===== config.mk =====
export PLATFORM = sky130hd
export DESIGN_NAME = burst_col_gen
export DESIGN_NICKNAME = d
export VERILOG_FILES = /design/src/rtl/bcg_pkg.sv /design/src/rtl/bcg_len_decode.sv /design/src/rtl/bcg_ctrl.sv /design/src/rtl/bcg_addr.sv /design/src/rtl/burst_col_gen.sv
export SDC_FILE = /design/constraint.sdc
export NUM_CORES = 1
export LEC_CHECK = 0
export ABC_AREA = 1
export BUFFER_PORTS_ARGS = -buffer_cell sky130_fd_sc_hd__clkbuf_2
export CORE_MARGIN = 1.5
export CORE_UTILIZATION = 25
export CTS_BUF_LIST = sky130_fd_sc_hd__clkbuf_4
export DETAILED_ROUTE_END_ITERATION = 10
export PLACE_DENSITY = 0.44
export SLEW_MARGIN = 20
export SYNTH_ARGS = -nofsm -noshare
export SYNTH_HDL_FRONTEND = slang
export SYNTH_HIERARCHICAL = 1
export SYNTH_SLANG_ARGS = --single-unit

===== constraint.sdc =====
create_clock -name clk -period 1.86 [get_ports clk]
set_input_delay 0.093 -clock clk [delete_from_list [all_inputs] [get_ports clk]]
set_output_delay 0.093 -clock clk [all_outputs]
set_load 0.02 [all_outputs]

===== src/rtl/bcg_pkg.sv =====
package bcg_pkg;
   typedef enum logic {
      ORD_SEQ = 1'b0,
      ORD_ILV = 1'b1
   } order_e;

   // Length codes at or below this value are fixed power-of-two bursts
   localparam int unsigned FIX_CODE_MAX = 3;
endpackage


===== src/rtl/bcg_len_decode.sv =====
module bcg_len_decode #(
   parameter int unsigned COL_W = 8,
   parameter int unsigned LEN_W = 3
) (
   input  logic [LEN_W-1:0] len_code_i,
   output logic [COL_W-1:0] mask_o,
   output logic             full_o
);
   import bcg_pkg::*;

   assign full_o = (len_code_i > LEN_W'(FIX_CODE_MAX));

   // Bit i of the wrap mask is set when the burst spans more than 2**i columns
   for (genvar i = 0; i < COL_W; i++) begin : g_mask
      if (i < int'(FIX_CODE_MAX)) begin : g_fix
         assign mask_o[i] = full_o | (len_code_i > LEN_W'(i));
      end else begin : g_page
         assign mask_o[i] = full_o;
      end
   end
endmodule


===== src/rtl/bcg_ctrl.sv =====
module bcg_ctrl #(
   parameter int unsigned COL_W = 8,
   parameter int unsigned LEN_W = 3
) (
   input  logic             clk,
   input  logic             rst_n,
   input  logic             start_i,
   input  logic             stop_i,
   input  logic [COL_W-1:0] start_col_i,
   input  logic             order_i,
   input  logic [COL_W-1:0] mask_d,
   input  logic             full_d,
   output logic             active_o,
   output logic [COL_W-1:0] beat_o,
   output logic [COL_W-1:0] base_o,
   output logic [COL_W-1:0] mask_o,
   output logic             full_o,
   output logic             ilv_o,
   output logic             err_o
);
   import bcg_pkg::*;

   logic at_end;
   assign at_end = !full_o && (beat_o == mask_o);

   always_ff @(posedge clk or negedge rst_n) begin
      if (!rst_n) begin
         active_o <= 1'b0;
         beat_o   <= '0;
         base_o   <= '0;
         mask_o   <= '0;
         full_o   <= 1'b0;
         ilv_o    <= 1'b0;
         err_o    <= 1'b0;
      end else if (start_i) begin
         active_o <= 1'b1;
         beat_o   <= '0;
         base_o   <= start_col_i;
         mask_o   <= mask_d;
         full_o   <= full_d;
         ilv_o    <= (order_e'(order_i) == ORD_ILV) && !full_d;
         err_o    <= (order_e'(order_i) == ORD_ILV) && full_d;
      end else if (stop_i) begin
         active_o <= 1'b0;
      end else if (active_o) begin
         if (at_end) begin
            active_o <= 1'b0;
         end else begin
            beat_o <= beat_o + COL_W'(1);
         end
      end
   end
endmodule


===== src/rtl/bcg_addr.sv =====
module bcg_addr #(
   parameter int unsigned COL_W = 8
) (
   input  logic [COL_W-1:0] base_i,
   input  logic [COL_W-1:0] beat_i,
   input  logic [COL_W-1:0] mask_i,
   input  logic             ilv_i,
   output logic [COL_W-1:0] col_o
);
   logic [COL_W-1:0] sum;
   assign sum = base_i + beat_i;

   // Per bit: inside the wrap mask take the ordered bit, outside keep the base
   for (genvar i = 0; i < COL_W; i++) begin : g_bit
      logic ordered;
      assign ordered  = ilv_i ? (base_i[i] ^ beat_i[i]) : sum[i];
      assign col_o[i] = mask_i[i] ? ordered : base_i[i];
   end
endmodule


===== src/rtl/burst_col_gen.sv =====
module burst_col_gen #(
   parameter int unsigned COL_W = 8,
   parameter int unsigned LEN_W = 3
) (
   input  logic             clk,
   input  logic             rst_n,
   input  logic             start_i,
   input  logic [COL_W-1:0] start_col_i,
   input  logic [LEN_W-1:0] len_code_i,
   input  logic             order_i,
   input  logic             stop_i,
   output logic [COL_W-1:0] col_o,
   output logic             valid_o,
   output logic             last_o,
   output logic             err_o
);
   import bcg_pkg::*;

   if (COL_W < FIX_CODE_MAX) begin : g_bad_col_w
      $error("COL_W must cover the longest fixed burst");
   end
   if ((2 ** LEN_W) <= (FIX_CODE_MAX + 1)) begin : g_bad_len_w
      $error("LEN_W must leave room for a full-page code");
   end

   logic [COL_W-1:0] mask_d, mask_q, beat_q, base_q;
   logic             full_d, full_q, ilv_q, active_q;

   bcg_len_decode #(.COL_W(COL_W), .LEN_W(LEN_W)) u_dec (
      .len_code_i (len_code_i),
      .mask_o     (mask_d),
      .full_o     (full_d)
   );

   bcg_ctrl #(.COL_W(COL_W), .LEN_W(LEN_W)) u_ctrl (
      .clk         (clk),
      .rst_n       (rst_n),
      .start_i     (start_i),
      .stop_i      (stop_i),
      .start_col_i (start_col_i),
      .order_i     (order_i),
      .mask_d      (mask_d),
      .full_d      (full_d),
      .active_o    (active_q),
      .beat_o      (beat_q),
      .base_o      (base_q),
      .mask_o      (mask_q),
      .full_o      (full_q),
      .ilv_o       (ilv_q),
      .err_o       (err_o)
   );

   bcg_addr #(.COL_W(COL_W)) u_addr (
      .base_i (base_q),
      .beat_i (beat_q),
      .mask_i (mask_q),
      .ilv_i  (ilv_q),
      .col_o  (col_o)
   );

   assign valid_o = active_q;
   assign last_o  = active_q && !full_q && (beat_q == mask_q);
endmodule


==> flow_summary_export.csv <==
group,metric,value,unit
outcome,outcome,"finished with violations",
outcome,failed_checks,"negative setup slack",
routing,drt_first_pass_iters,4,
global_route,use_met1,0.186,
routing,viasPerCell,4.22,
cts,clk_latency,0.34,ns
floorplanning,ios,27,
global_route,grt_antenna_before_repair,0,
global_route,first_global_vias,1789,
floorplanning,placementRows,32,
routing,wire_per_inst,12.0,um
place,io_buffers,26,
routing,via_count,1893,
yosys,ys_warn_count,6,
yosys,syn_area,2050,um2
timing,finClkSkew,0.00759,ns
yosys,synth_top_area_share,0.342,
yosys,syn_inst,303,
final_layout,drive_gt1_frac,0.216,
worst_setup_path,crit_fanout,3,
place,gp_congestion,0.781,
final_layout,n_fill_cell,875,
timing,slew_headroom,0.493,
global_route,gr-usage-met2,0.214,
place,dp.cells,427,
routing,ant_nets,0,
worst_setup_path,critical-path-top-delay-family,"flip-flops",
final_layout,synthToLayoutAreaGrowth,28.1,%
worst_setup_path,crit_path_start_kind,"register",
final_layout,final_cells,449,
worst_setup_path,cp.required,1.77,ns
worst_setup_path,crit_path_end_kind,"output pin",
yosys,yosys.area.top_type,"dfrtp_1",
timing,fin_crit_sh,1.11,
global_route,grt_util_met3,0.0220,
floorplanning,die_h,93.6,um
cts,cts_tree,"yes",
timing,hold_violations,0,
yosys,ys_seq_elements,28,
power,p_leak,1.39,nW
routing,finalWirelength,5390,um
global_route,grt_start_max_net_pins,31,
worst_setup_path,cp_num_buf_inv,2,
cts,clk_pin_slew,0.16,ns
global_route,top_usage_layer,"met2",
timing,finalWorstSetupSlack,-0.206,ns
yosys,synth_common_cells,"nand2_1 (115), inv_1 (42), dfrtp_1 (28)",
floorplanning,die_w,93.6,um
yosys,synth_top_flop_cell,"dfrtp_1",
timing,max_slew.worst_pin.slew,0.760,ns
final_layout,nets,374,
worst_setup_path,arrival,1.97,ns
yosys,synth.most_common_cell,"nand2_1",
power,ir_worst_vdd,0.262,mV
yosys,syn_nets,328,
floorplanning,initial_core_util,0.261,
timing,report.final.slew_viol_count,0,
power,p_clk_frac,0.195,
yosys,avgSynthCellArea,6.77,um2
yosys,synth_edf_count,0,
flow_run,maxCapViolCount,0,
floorplanning,coreArea,7850,um2
min_path,hold_path_class,"in -> reg",
global_route,grt_first_pass_wirelength,8960,um
cts,cts-buffers-inserted,3,
place,place_ws,0.0740,ns
place,hpwl,3880,um
cts,clock-sinks,28,
routing,drc,0,
power,combPwrFrac,0.299,
cts,cts_max_path_buffers,2,
cts,cts_root_buf,"clkbuf_4",
global_route,grt_usage,0.132,
power,p_int,0.908,mW
timing,fin_crit,2.07,ns
place,place_area,2300,um2
timing,fmax,484,MHz
worst_setup_path,slowest_stage,"dfrtp_1",
routing,drt_iter0_markers,61,
yosys,seq_area_frac_synth,0.342,
timing,setup_viol,7,
timing,grt_setup_unrepaired,"yes",
cts,htreeDepth,1,
global_route,grt_overflow_total,0,
power,power_switching,0.481,mW
yosys,yosysUniqueCellTypes,27,
power,power_density,529,nW/um2
floorplanning,die-area,8760,um2
worst_setup_path,crit_path_max_incr_delay,0.45,ns
yosys,ys_top_cells_by_area,"dfrtp_1 (34%), nand2_1 (21%), inv_1 (7.7%)",
power,swShare,0.346,
power,power_frac_seq,0.506,
timing,tns,-0.676,ns
final_layout,final_cell_area,2630,um2
worst_setup_path,path_class,"reg -> out",
yosys,synthArstFlopShare,1.00,
worst_setup_path,cp_cell_sequence,"inv_1, fa_2, o21ai_2, nand2_1, xor2_1, a21oi_1, buf_4",
final_layout,antenna_cells,0,
[cell type report]
class / instances / area [um2] / area share
clock buffers: 3 / 22.5 / 0.00857
inverters: 45 / 169 / 0.0643
multi-input cells: 217 / 1210 / 0.460
flip-flops and latches: 28 / 702 / 0.267
well taps: 102 / 128 / 0.0486
repair buffers: 54 / 399 / 0.152
[power groups by stage]
stage | logic (mW) | registers, mW | clock network (mW)
floorplan | 0.236 | 0.704 | 0
global placement | 0.343 | 0.711 | 0
detailed placement | 0.346 | 0.712 | 0
CTS | 0.409 | 0.702 | 0.290
global route | 0.469 | 0.711 | 0.308
finish | 0.415 | 0.703 | 0.271
[registers in the layout, indices dropped and copies added (netlist names)]
name             flops
u_ctrl/base_o        8
u_ctrl/beat_o        8
u_ctrl/full_o        1
u_ctrl/err_o         1
u_ctrl/mask_o        8
u_ctrl/ilv_o         1
u_ctrl/active_o      1
[placed cells by master, fill, tap and decap left out, drive strengths merged, types with 5 or more instances in the layout]
| cell type | count |
|---|---|
| clkbuf | 23 |
| nand3 | 23 |
| xnor2 | 5 |
| a21oi | 6 |
| ha | 8 |
| xor2 | 7 |
| inv | 45 |
| o21ai | 11 |
| nand4 | 9 |
| nand2 | 117 |
| nor2 | 22 |
| buf | 24 |
| dfrtp | 28 |
| dlygate4sd3 | 10 |
[through the flow]
| step | util | total power, mW | hold WS [ns] |
|---|---|---|---|
| finish | 0.335 | 1.39 | 0.0542 |
| global route | 0.335 | 1.49 | 0.0750 |
| CTS | 0.329 | 1.40 | 0.0403 |
| detailed placement | 0.293 | 1.06 | 0.213 |
| global placement | 0.293 | 1.05 | 0.220 |
| floorplan | - | 0.940 | -0.203 |
[per-layer routing]
layer / wire length (um) / share of wire
met5: 0 / 0
met4: 40 / 0.0074
met3: 244 / 0.045
met2: 2420 / 0.45
met1: 2680 / 0.50
[final timing paths]
kind	startpoint	end	slack [ns]	depth (start not counted)
min	len_code_i[0]	u_ctrl/mask_o[2]	0.05	5
max	u_ctrl/base_o[1]	col_o[4]	-0.21	7
min reg2reg	u_ctrl/err_o	u_ctrl/err_o	0.51	2
max in group asynchronous	rst_n	u_ctrl/beat_o[6]	1.01	2
max reg2reg	u_ctrl/beat_o[4]	u_ctrl/beat_o[0]	0.21	8
min in group asynchronous	rst_n	u_ctrl/active_o	0.34	2
[logic make-up (layout without fill, tap and decap cells)]
kind of cell             Yosys count  in the layout  synth area share
buffers and inverters             58            102             0.118
adder cells (fa/ha/maj)            9              9            0.0586
multiplexers                       1              1           0.00549
AO/OA/AOI/OAI                     21             21            0.0580
flip-flops                        28             28             0.342
AND/OR/NAND/NOR                  174            174             0.367
XOR/XNOR                          12             12            0.0513
[worst min-delay path: stages]
cell and delay [ns]:
clkbuf_2 0.09, nand2_1 0.05, nand2_1 0.04, nand2_1 0.05, nand2_1 0.04
[what timing repair did]
| item | 4_1_cts | 5_1_grt |
|---|---|---|
| buffers inserted | 7 | 2 |
| endpoints found under the setup margin | 7 | 7 |
| hold buffers | 10 | 0 |
| hold endpoints to repair | 38 | 0 |
| gates resized for setup | 19 | 15 |
| pin swaps | 3 | 4 |
| gates cloned | 0 | 0 |
No activity file was read; power rests on OpenSTA's default activity.
